$ cat src/rtl/tsr_pkg.sv
package tsr_pkg;

  localparam int BYTE_W = 8;

  // Bit positions in the status word that the host decodes.
  localparam int B_SUM_HI = 15;
  localparam int B_SUM_LO = 7;

  // Masks of the status word.
  localparam logic [15:0] M_NOCART  = 16'h4000;  // bit 14
  localparam logic [15:0] M_WPROT   = 16'h1000;  // bit 12
  localparam logic [15:0] M_BOM     = 16'h0008;  // bit 3
  localparam logic [15:0] M_RDERR   = 16'h0620;  // bits 10, 9, 5
  localparam logic [15:0] M_PORBOM  = 16'h0009;  // bits 3, 0
  localparam logic [15:0] M_KEEP    = 16'h7808;  // bits 14..11, 3
  localparam logic [15:0] M_DETAIL  = 16'h7F7F;

endpackage

$ cat src/rtl/tsr_status_reg.sv
module tsr_status_reg
  import tsr_pkg::*;
#(
  parameter int SW = 16
) (
  input  logic          clk,
  input  logic          rst,
  input  logic          set_stb,
  input  logic [SW-1:0] set_mask,
  input  logic          clr_stb,
  input  logic [SW-1:0] clr_mask,
  input  logic          read_err,
  input  logic          ctl_reset,
  input  logic          cart_check,
  input  logic          cart_present,
  input  logic          cart_writable,
  input  logic          fin_clear,
  output logic [SW-1:0] word
);

  localparam int NHALF = SW / BYTE_W;

  logic [SW-1:0]    raw_next;
  logic [SW-1:0]    word_next;
  logic [NHALF-1:0] summ;

  // Detail-bit update, summaries excluded until the fold below.
  always_comb begin
    raw_next = word;
    if (cart_check) begin
      if (cart_present) begin
        raw_next = cart_writable ? M_BOM : (M_BOM | M_WPROT);
      end else begin
        raw_next = M_NOCART;
      end
    end else begin
      if (fin_clear)                 raw_next = raw_next & M_KEEP;
      if (clr_stb)                   raw_next = raw_next & ~clr_mask;
      if (set_stb)                   raw_next = raw_next | set_mask;
      if (read_err)                  raw_next = raw_next | M_RDERR;
      if (ctl_reset && cart_present) raw_next = raw_next | M_PORBOM;
    end
  end

  // Each byte's top bit summarises the seven below it.
  for (genvar g = 0; g < NHALF; g++) begin : g_fold
    assign summ[g] = |raw_next[g*BYTE_W +: BYTE_W-1];
    assign word_next[g*BYTE_W +: BYTE_W-1] = raw_next[g*BYTE_W +: BYTE_W-1];
    assign word_next[g*BYTE_W + BYTE_W-1]  = summ[g];
  end

  always_ff @(posedge clk) begin
    if (rst) begin
      word <= '0;
    end else begin
      word <= word_next;
    end
  end

endmodule

$ cat src/rtl/tsr_counters.sv
module tsr_counters #(
  parameter int W = 16,
  parameter int N = 2
) (
  input  logic                clk,
  input  logic                rst,
  input  logic [N-1:0]        load,
  input  logic [N-1:0][W-1:0] val,
  output logic [N-1:0][W-1:0] cnt
);

  for (genvar i = 0; i < N; i++) begin : g_cnt
    always_ff @(posedge clk) begin
      if (rst) begin
        cnt[i] <= '0;
      end else if (load[i]) begin
        cnt[i] <= val[i];
      end
    end
  end

endmodule

$ cat src/rtl/tsr_readout.sv
module tsr_readout
  import tsr_pkg::*;
#(
  parameter int SEQ_W = 48,
  parameter int NSEQ  = SEQ_W / BYTE_W,
  parameter int IW    = $clog2(NSEQ + 1)
) (
  input  logic              clk,
  input  logic              rst,
  input  logic              rs_start,
  input  logic              byte_adv,
  input  logic [SEQ_W-1:0]  seq_vec,
  output logic [BYTE_W-1:0] data_out,
  output logic              done,
  output logic [IW-1:0]     idx,
  output logic              active,
  output logic              fin_clear
);

  localparam int            NSLOT = 2 ** IW;
  localparam logic [IW-1:0] LAST  = IW'(NSEQ);

  logic [BYTE_W-1:0] slot [NSLOT];

  // First byte of the sequence comes from the top of the vector.
  for (genvar k = 0; k < NSLOT; k++) begin : g_slot
    if (k < NSEQ) begin : g_used
      assign slot[k] = seq_vec[SEQ_W-1-k*BYTE_W -: BYTE_W];
    end else begin : g_pad
      assign slot[k] = '0;
    end
  end

  assign fin_clear = byte_adv && active && !rs_start && (idx == LAST);

  always_ff @(posedge clk) begin
    if (rst) begin
      idx      <= '0;
      active   <= 1'b0;
      data_out <= '0;
      done     <= 1'b0;
    end else begin
      done <= 1'b0;
      if (rs_start) begin
        idx    <= '0;
        active <= 1'b1;
      end else if (byte_adv && active) begin
        if (idx == LAST) begin
          idx    <= '0;
          active <= 1'b0;
          done   <= 1'b1;
        end else begin
          data_out <= slot[idx];
          idx      <= idx + 1'b1;
        end
      end
    end
  end

endmodule

$ cat src/rtl/tape_stat_reporter.sv
module tape_stat_reporter
  import tsr_pkg::*;
#(
  parameter int STAT_W = 16,
  parameter int CNT_W  = 16,
  parameter int NCNT   = 2,
  parameter int SEQ_W  = STAT_W + NCNT * CNT_W,
  parameter int NSEQ   = SEQ_W / BYTE_W,
  parameter int IW     = $clog2(NSEQ + 1)
) (
  input  logic              clk,
  input  logic              rst,
  input  logic              set_stb,
  input  logic [STAT_W-1:0] set_mask,
  input  logic              clr_stb,
  input  logic [STAT_W-1:0] clr_mask,
  input  logic              read_err,
  input  logic              ctl_reset,
  input  logic              cart_check,
  input  logic              cart_present,
  input  logic              cart_writable,
  input  logic              err_load,
  input  logic [CNT_W-1:0]  err_val,
  input  logic              urun_load,
  input  logic [CNT_W-1:0]  urun_val,
  input  logic              rs_start,
  input  logic              byte_adv,
  output logic [BYTE_W-1:0] data_out,
  output logic              done
);

  logic [STAT_W-1:0]           stat_word;
  logic [NCNT-1:0][CNT_W-1:0]  cnt_q;
  logic [NCNT-1:0][CNT_W-1:0]  cnt_val;
  logic [NCNT-1:0]             cnt_load;
  logic [NCNT*CNT_W-1:0]       cnt_flat;
  logic [SEQ_W-1:0]            seq_vec;
  logic [IW-1:0]               rd_idx;
  logic                        rd_active;
  logic                        fin_clear;

  assign cnt_load = {urun_load, err_load};
  assign cnt_val  = {urun_val, err_val};

  // Counter 0 (errors) is reported before counter 1 (underruns).
  for (genvar i = 0; i < NCNT; i++) begin : g_flat
    assign cnt_flat[(NCNT-1-i)*CNT_W +: CNT_W] = cnt_q[i];
  end
  assign seq_vec = {stat_word, cnt_flat};

  tsr_status_reg #(.SW(STAT_W)) u_status (
    .clk           (clk),
    .rst           (rst),
    .set_stb       (set_stb),
    .set_mask      (set_mask),
    .clr_stb       (clr_stb),
    .clr_mask      (clr_mask),
    .read_err      (read_err),
    .ctl_reset     (ctl_reset),
    .cart_check    (cart_check),
    .cart_present  (cart_present),
    .cart_writable (cart_writable),
    .fin_clear     (fin_clear),
    .word          (stat_word)
  );

  tsr_counters #(.W(CNT_W), .N(NCNT)) u_cnt (
    .clk  (clk),
    .rst  (rst),
    .load (cnt_load),
    .val  (cnt_val),
    .cnt  (cnt_q)
  );

  tsr_readout #(.SEQ_W(SEQ_W), .NSEQ(NSEQ), .IW(IW)) u_rd (
    .clk       (clk),
    .rst       (rst),
    .rs_start  (rs_start),
    .byte_adv  (byte_adv),
    .seq_vec   (seq_vec),
    .data_out  (data_out),
    .done      (done),
    .idx       (rd_idx),
    .active    (rd_active),
    .fin_clear (fin_clear)
  );

endmodule

$ cat config.mk
export PLATFORM = sky130hd
export DESIGN_NAME = tape_stat_reporter
export DESIGN_NICKNAME = d
export VERILOG_FILES = /design/src/rtl/tsr_pkg.sv /design/src/rtl/tsr_status_reg.sv /design/src/rtl/tsr_counters.sv /design/src/rtl/tsr_readout.sv /design/src/rtl/tape_stat_reporter.sv
export SDC_FILE = /design/constraint.sdc
export NUM_CORES = 1
export LEC_CHECK = 0
export BUFFER_PORTS_ARGS = -buffer_cell sky130_fd_sc_hd__buf_2
export CORE_UTILIZATION = 45
export DETAILED_ROUTE_END_ITERATION = 7
export GPL_ROUTABILITY_DRIVEN = 0
export PLACE_DENSITY = 0.77
export SKIP_CTS_REPAIR_TIMING = 1
export SKIP_LAST_GASP = 1
export SYNTH_ARGS = -nofsm -noshare
export SYNTH_HDL_FRONTEND = slang
export SYNTH_SLANG_ARGS = --single-unit
$ cat constraint.sdc
create_clock -name clk -period 1.9 [get_ports clk]
set_input_delay 0.57 -clock clk [delete_from_list [all_inputs] [get_ports clk]]
set_output_delay 0.57 -clock clk [all_outputs]
set_load 0.01 [all_outputs]
==> results of run 1 <==
-- path summary, 6_finish.rpt --
path	startpoint	to	slack, ns	cells past startpoint
max reg2reg	u_rd.active$_SDFFE_PP0P_	u_status.word[15]$_SDFF_PP0_	0.22	5
max	u_rd.active$_SDFFE_PP0P_	u_status.word[15]$_SDFF_PP0_	0.22	5
min	urun_val[15]	u_cnt.cnt[31]$_SDFFE_PP0P_	0.47	3
min reg2reg	u_cnt.cnt[28]$_SDFFE_PP0P_	u_cnt.cnt[28]$_SDFFE_PP0P_	0.49	2
-- layout make-up --
| class | instances | share of cell area [%] |
|---|---|---|
| tap | 72 | 2.63 |
| multi-input combinational | 185 | 40.0 |
| clock inverter | 7 | 1.93 |
| sequential | 61 | 35.6 |
| clock buffer | 9 | 3.61 |
| timing repair buffer | 97 | 15.7 |
| inverter | 5 | 0.547 |
-- cells by family after synthesis --
family	after synthesis	synth area share [%]
AND/OR/NAND/NOR	83	13.2
AO/OA/AOI/OAI	54	15.7
flip-flops	61	45.1
multiplexers	48	21.8
buffers and inverters	26	4.29
-- registers in the layout, summed over array words and instances, names as in the netlist --
register       count
u_rd.idx           3
u_status.word     16
u_rd.active        1
u_cnt.cnt         32
u_rd.done          1
u_rd.data_out      8
-- worst max-delay path: stages (launching register included) --
cell	delay, ns
dfxtp_1	0.41
nand2_2	0.07
or4_4	0.58
a32oi_1	0.28
a21o_1	0.15
a31oi_1	0.08
-- layout by cell type, fill, tap and decap left out, drive strengths merged, types with 9 or more instances in the layout --
| cell type | synthesis | final |
|---|---|---|
| clkbuf | 11 | 9 |
| mux2i | 32 | 32 |
| buf | 10 | 97 |
| nand2 | 12 | 12 |
| nor2 | 54 | 54 |
| a211oi | 9 | 9 |
| dfxtp | 61 | 61 |
| a22oi | 13 | 13 |
-- metal layers --
metal | share of wire, % | global-route usage [%] | vias to the layer above
li1 | - | - | 1179
met5 | 0 | 0 | -
met1 | 41 | 26.2 | 1150
met3 | 4.5 | 4.34 | 17
met4 | 2.8 | 11.5 | 0
met2 | 51 | 36.0 | 70
-- where the power goes --
group | internal (mW) | switching [mW] | leakage (nW)
clock network | 0.598 | 0.503 | 0.0987
registers | 1.35 | 0.0393 | 0.502
logic | 0.189 | 0.171 | 0.931
total | 2.13 | 0.713 | 1.53
==> impl_metrics.json, run 1 <==
{
  "status": "finished clean",
  "finalCritPeriodShare_pct": 88.6,
  "holdWs_ns": 0.470,
  "clkSinkCount": 61,
  "syn_to_final_growth_pct": 26.6,
  "synth_cells": 272,
  "dieHeight_um": 79.6,
  "overflow": 0,
  "yosysWarnings": 0,
  "ant_nets": 0,
  "total_power_mw": 2.85,
  "drive_gt1_share_pct": 37.4,
  "antenna_found_initial": 0,
  "netlist_top_cells_area": "dfxtp_1 (45%), mux2i_1 (12%), nor2_1 (7.5%)",
  "finalClockSkew_ns": 0.00974,
  "grt_start_max_net_pins": 48,
  "yosysSeqAreaShare_pct": 45.1,
  "port_buffers": 81,
  "grt_pass1_vias": 2300,
  "rows": 27,
  "async_reset_ff_share_pct": 0,
  "grt_pass1_wl_mm": 10.4,
  "power.density_mw_per_mm2": 829,
  "post-place-ws_ns": -0.0279,
  "first_pass_iters": 4,
  "wl_per_cell_um": 15.2,
  "multiInputGateArea_mm2": 0.00137,
  "yosysMostFrequentCell": "dfxtp_1",
  "cts-htree-levels": 3,
  "fmax_mhz": 594,
  "final.fill_count": 471,
  "finalMaxSlewViolations": 0,
  "start_kind": "flip-flop",
  "synth_common_cells": "dfxtp_1 (61), nor2_1 (54), mux2i_1 (32)",
  "nets": 436,
  "setup_violations": 0,
  "synth.largest_area_cell": "dfxtp_1",
  "hold_viol": 0,
  "syn_nets": 349,
  "routed_wl_mm": 6.61,
  "stdcell_count": 436,
  "end_kind": "flip-flop",
  "peakVddDrop_mv": 0.431,
  "postLayoutCoreUtil_pct": 60.8,
  "critical_path_class": "flip-flop to flip-flop",
  "die_area_mm2": 0.00634,
  "synth_top_area_share_pct": 45.1,
  "placed_cell_area_mm2": 0.00324,
  "tightest_slew_ns": 0.480,
  "regArea_mm2": 0.00122,
  "yosys_most_used_dff": "dfxtp_1",
  "ys_types": 42,
  "cts_buffers": 9,
  "drc_errors": 0,
  "vias_per_cell": 5.54,
  "period_needed_ns": 1.68,
  "num_io_pins": 86,
  "core_area_mm2": 0.00564,
  "grt_use_total_pct": 21.6,
  "tritoncts": "built",
  "maxCapViolCount": 0,
  "initial_core_util_pct": 48.0,
  "tns_ns": 0,
  "clockRootBuffer": "clkbuf_8",
  "hp-class": "input pin to flip-flop",
  "layout_setup_ws_ns": 0.216,
  "dp.cells": 420,
  "synth_edf_count": 0,
  "arrival_ns": 1.90,
  "die_w_um": 79.6,
  "clk_path_buf_depth": 2,
  "p_leak_nw": 1.53,
  "drt-initial-drc-count": 134,
  "num_vias": 2416,
  "fin_area_mm2": 0.00343,
  "worstSkewPairLatency_ns": 0.33,
  "rsz0062_at_grt": "false",
  "syn_area_mm2": 0.00271,
  "synth_seq_cells": 61,
  "cp_data_required_time_ns": 2.11,
  "avgSynthCellArea_um2": 9.96,
  "diodes": 0,
  "crit_fanout": 10,
  "place_hpwl_mm": 4.98,
  "max_slew_margin_pct": 68.0,
  "cts.clk_slew.worst_paths_ns": 0.08
}
Power figures use the tool's default switching activity.
==> run 2: changes to the inputs <==
--- a/config.mk
+++ b/config.mk
@@ -6,10 +6,10 @@
 export NUM_CORES = 1
 export LEC_CHECK = 0
 export BUFFER_PORTS_ARGS = -buffer_cell sky130_fd_sc_hd__buf_2
-export CORE_UTILIZATION = 45
+export CORE_UTILIZATION = 46
 export DETAILED_ROUTE_END_ITERATION = 7
 export GPL_ROUTABILITY_DRIVEN = 0
-export PLACE_DENSITY = 0.77
+export PLACE_DENSITY = 0.78
 export SKIP_CTS_REPAIR_TIMING = 1
 export SKIP_LAST_GASP = 1
 export SYNTH_ARGS = -nofsm -noshare
==> impl_metrics.json, run 2 (same netlist as run 1, synthesis figures left out) <==
{
  "finalMaxSlewViolations": 0,
  "r2r_start": "u_rd.active$_SDFFE_PP0P_",
  "cts-htree-levels": 3,
  "tns_ns": 0,
  "grt_pass1_wl_mm": 9.94,
  "core_area_mm2": 0.00561,
  "grt_start_max_net_pins": 33,
  "status": "finished clean",
  "tritoncts": "built",
  "die_area_mm2": 0.00620,
  "cp_data_required_time_ns": 2.10,
  "layout_setup_ws_ns": 0.166,
  "top_regs": "u_cnt.cnt (32), u_status.word (16), u_rd.data_out (8)",
  "final_common_cell": "buf_2",
  "crit_start": "u_rd.active$_SDFFE_PP0P_",
  "max_slew_margin_pct": 66.8,
  "arrival_ns": 1.93,
  "tightest_slew_ns": 0.498,
  "port_buffers": 81,
  "ant_nets": 0,
  "wl_per_cell_um": 14.6,
  "antenna_found_initial": 0,
  "vias_per_cell": 5.41,
  "layout_common_cells": "buf_2 (81), dfxtp_1 (61), nor2_1 (54)",
  "post-place-ws_ns": -0.0697,
  "maxCapViolCount": 0,
  "worstSkewPairLatency_ns": 0.32,
  "clk_path_buf_depth": 2,
  "hold_viol": 0,
  "diodes": 0,
  "regMostFlops": "u_cnt.cnt",
  "finalClockSkew_ns": 0.00553,
  "die_w_um": 78.8,
  "largest_reg_flops": 32,
  "drt-initial-drc-count": 130,
  "peakVddDrop_mv": 0.609,
  "postLayoutCoreUtil_pct": 60.6,
  "p_leak_nw": 1.52,
  "cts.clk_slew.worst_paths_ns": 0.06,
  "clkSinkCount": 61,
  "start_kind": "flip-flop",
  "drc_errors": 0,
  "dieHeight_um": 78.8,
  "critical_path_class": "flip-flop to flip-flop",
  "overflow": 0,
  "grt_use_total_pct": 21.1,
  "cts_buffers": 9,
  "fmax_mhz": 577,
  "setup_violations": 0,
  "end_kind": "flip-flop",
  "power.density_mw_per_mm2": 813,
  "num_io_pins": 86,
  "period_needed_ns": 1.73,
  "grt_pass1_vias": 2150,
  "crit_fanout": 11,
  "clockRootBuffer": "clkbuf_8",
  "finalCritPeriodShare_pct": 91.3,
  "holdWs_ns": 0.477,
  "routed_wl_mm": 6.35,
  "initial_core_util_pct": 48.3,
  "drive_gt1_share_pct": 36.5,
  "place_hpwl_mm": 4.83,
  "rsz0062_at_grt": "false",
  "syn_to_final_growth_pct": 25.4,
  "first_pass_iters": 4,
  "hold_start": "urun_val[0]",
  "num_vias": 2347,
  "rows": 27,
  "fin_area_mm2": 0.00340,
  "placed_cell_area_mm2": 0.00322,
  "hp-class": "input pin to flip-flop",
  "nets": 435
}
==> run 2: cell types whose count changed in the layout (fill, tap and decap cells not counted), sizes merged <==
cell,delta
clkinvlp,-1
clkinv,-4
clkbuf,+5
bufinv,-1
buf,-1
==> run 2: path summary, 6_finish.rpt <==
check                           cells after the start                            to  slack [ns]
worst max-delay path                                5  u_status.word[15]$_SDFF_PP0_        0.17
worst max register to register                      5  u_status.word[15]$_SDFF_PP0_        0.17
worst min-delay path                                3    u_cnt.cnt[16]$_SDFFE_PP0P_        0.48
worst min register to register                      2     u_cnt.cnt[5]$_SDFFE_PP0P_        0.49
==> run 2: power breakdown <==
group | internal, mW | leakage, nW | total, mW | switching (mW)
combinational | 0.183 | 0.922 | 0.351 | 0.167
sequential | 1.35 | 0.502 | 1.39 | 0.0379
clock | 0.572 | 0.0926 | 1.03 | 0.453
==> run 2: area by class of cell <==
type,count,area [µm²]
repair buffers,96,518
well taps,72,90.1
clock inverters,1,5.00
fillers,504,2210
inverters,5,18.8
flip-flops and latches,61,1220
multi-input cells,185,1370
clock buffers,14,173
==> run 2: worst max-delay path: stages (launching register included) <==
cell	delay, ns
dfxtp_1	0.40
nand2_2	0.07
or4_4	0.59
a32oi_1	0.31
a21o_1	0.16
a31oi_1	0.07
==> run 2: routing by layer <==
layer	GRT usage [%]	routed length, µm
met5	0	0
met4	12.6	158
met3	3.79	244
met2	34.0	3230
met1	26.4	2720
==> run 2: stage by stage <==
stage | cells | total power, mW
finish | 434 | 2.76
global route | 434 | 2.88
CTS | 434 | 2.78
detailed placement | 419 | 1.76
global placement | 419 | 1.75
floorplan | 272 | 1.61
==> run 3: changes to the inputs <==
--- a/config.mk
+++ b/config.mk
@@ -10,6 +10,7 @@
 export DETAILED_ROUTE_END_ITERATION = 7
 export GPL_ROUTABILITY_DRIVEN = 0
 export PLACE_DENSITY = 0.78
+export REMOVE_ABC_BUFFERS = 1
 export SKIP_CTS_REPAIR_TIMING = 1
 export SKIP_LAST_GASP = 1
 export SYNTH_ARGS = -nofsm -noshare
==> impl_metrics.json, run 3 (same netlist as run 1, synthesis figures left out) <==
{
  "final_common_cell": "buf_2",
  "initial_core_util_pct": 48.3,
  "hold_viol": 0,
  "routed_wl_mm": 6.63,
  "diodes": 0,
  "rsz0062_at_grt": "false",
  "wl_per_cell_um": 15.3,
  "cts.clk_slew.worst_paths_ns": 0.07,
  "ant_nets": 0,
  "max_slew_margin_pct": 66.1,
  "die_w_um": 78.8,
  "worstSkewPairLatency_ns": 0.33,
  "path_buf_inv": 0,
  "dieHeight_um": 78.8,
  "grt_use_total_pct": 22.7,
  "clockRootBuffer": "clkbuf_8",
  "place_hpwl_mm": 4.95,
  "rows": 27,
  "crit_fanout": 11,
  "cp_data_required_time_ns": 2.11,
  "end_kind": "flip-flop",
  "core_area_mm2": 0.00561,
  "num_io_pins": 86,
  "layout_setup_ws_ns": 0.189,
  "antenna_found_initial": 0,
  "overflow": 0,
  "critical_path_class": "flip-flop to flip-flop",
  "clkSinkCount": 61,
  "die_area_mm2": 0.00620,
  "post-place-ws_ns": -0.0675,
  "port_buffers": 81,
  "arrival_ns": 1.92,
  "vias_per_cell": 5.42,
  "first_pass_iters": 4,
  "cts-htree-levels": 3,
  "peakVddDrop_mv": 0.413,
  "grt_start_max_net_pins": 22,
  "regMostFlops": "u_cnt.cnt",
  "power.density_mw_per_mm2": 799,
  "nets": 435,
  "drc_errors": 0,
  "period_needed_ns": 1.71,
  "status": "finished clean",
  "final.fill_count": 516,
  "cts_buffers": 9,
  "slowest_delay_ns": 0.60,
  "placed_cell_area_mm2": 0.00322,
  "setup_violations": 0,
  "crit_path_cell_trace": "nand2_2 > or4_4 > a32oi_1 > a21o_1 > a31oi_1",
  "start_kind": "flip-flop",
  "finalMaxSlewViolations": 0,
  "p_leak_nw": 1.51,
  "grt_pass1_wl_mm": 10.8,
  "total_power_mw": 2.70,
  "finalCritPeriodShare_pct": 90.1,
  "hp-class": "input pin to flip-flop",
  "tightest_slew_ns": 0.509,
  "fmax_mhz": 584,
  "drive_gt1_share_pct": 36.2,
  "clk_path_buf_depth": 2,
  "crit_slowest_cell": "or4_4",
  "finalClockSkew_ns": 0.00860,
  "largest_reg_flops": 32,
  "fin_area_mm2": 0.00338,
  "tritoncts": "built",
  "layout_common_cells": "buf_2 (81), dfxtp_1 (61), nor2_1 (54)",
  "crit_family": "simple AND/OR/NAND/NOR gates",
  "grt_pass1_vias": 2320,
  "num_vias": 2354,
  "top_regs": "u_cnt.cnt (32), u_status.word (16), u_rd.data_out (8)",
  "syn_to_final_growth_pct": 24.7,
  "maxCapViolCount": 0,
  "drt-initial-drc-count": 82
}
[run 3: path summary, 6_finish.rpt]
| path | slack [ns] | end | depth (start not counted) | from |
|---|---|---|---|---|
| setup / recovery | 0.19 | u_status.word[15]$_SDFF_PP0_ | 5 | u_rd.active$_SDFFE_PP0P_ |
| hold / removal | 0.47 | u_cnt.cnt[4]$_SDFFE_PP0P_ | 3 | err_val[4] |
| setup reg to reg | 0.19 | u_status.word[15]$_SDFF_PP0_ | 5 | u_rd.active$_SDFFE_PP0P_ |
| hold reg to reg | 0.49 | u_cnt.cnt[5]$_SDFFE_PP0P_ | 2 | u_cnt.cnt[5]$_SDFFE_PP0P_ |
[run 3: metal layers]
layer  track usage [%]  wire (µm)  vias up
li1                  -          -     1163
met1              28.0       2780     1092
met2              38.3       3220       89
met3              4.48        527       10
met4              10.2        102        0
met5                 0          0        -
[run 3: final cells by class]
type                            instances  area, µm²  area share (%)
Clock inverter                          2       10.0           0.296
Timing Repair Buffer                   96        518            15.3
Multi-Input combinational cell        185       1370            40.6
Inverter                                5       18.8           0.555
Clock buffer                           13        149            4.41
Sequential cell                        61       1220            36.1
Tap cell                               72       90.1            2.67
[run 3: power by group]
| part | total, mW | switching [mW] | internal [mW] |
|---|---|---|---|
| Clock | 0.964 | 0.466 | 0.499 |
| Sequential | 1.38 | 0.0350 | 1.35 |
| Combinational | 0.354 | 0.172 | 0.183 |
| Total | 2.70 | 0.672 | 2.03 |
[run 3: worst reg2reg max path, cell delays in order, from the launching register on]
cell	delay (ns)
dfxtp_1	0.41
nand2_2	0.07
or4_4	0.60
a32oi_1	0.29
a21o_1	0.15
a31oi_1	0.07
[run 3: per-stage QoR]
step / hold WS, ns / util [%] / instances / setup TNS [ns]
floorplan: 0.454 / - / 251 / 0
global placement: 0.467 / 57.4 / 419 / -0.0567
detailed placement: 0.481 / 57.4 / 419 / -0.0972
CTS: 0.463 / 60.3 / 434 / 0
global route: 0.467 / 60.3 / 434 / 0
finish: 0.469 / 60.3 / 434 / 0
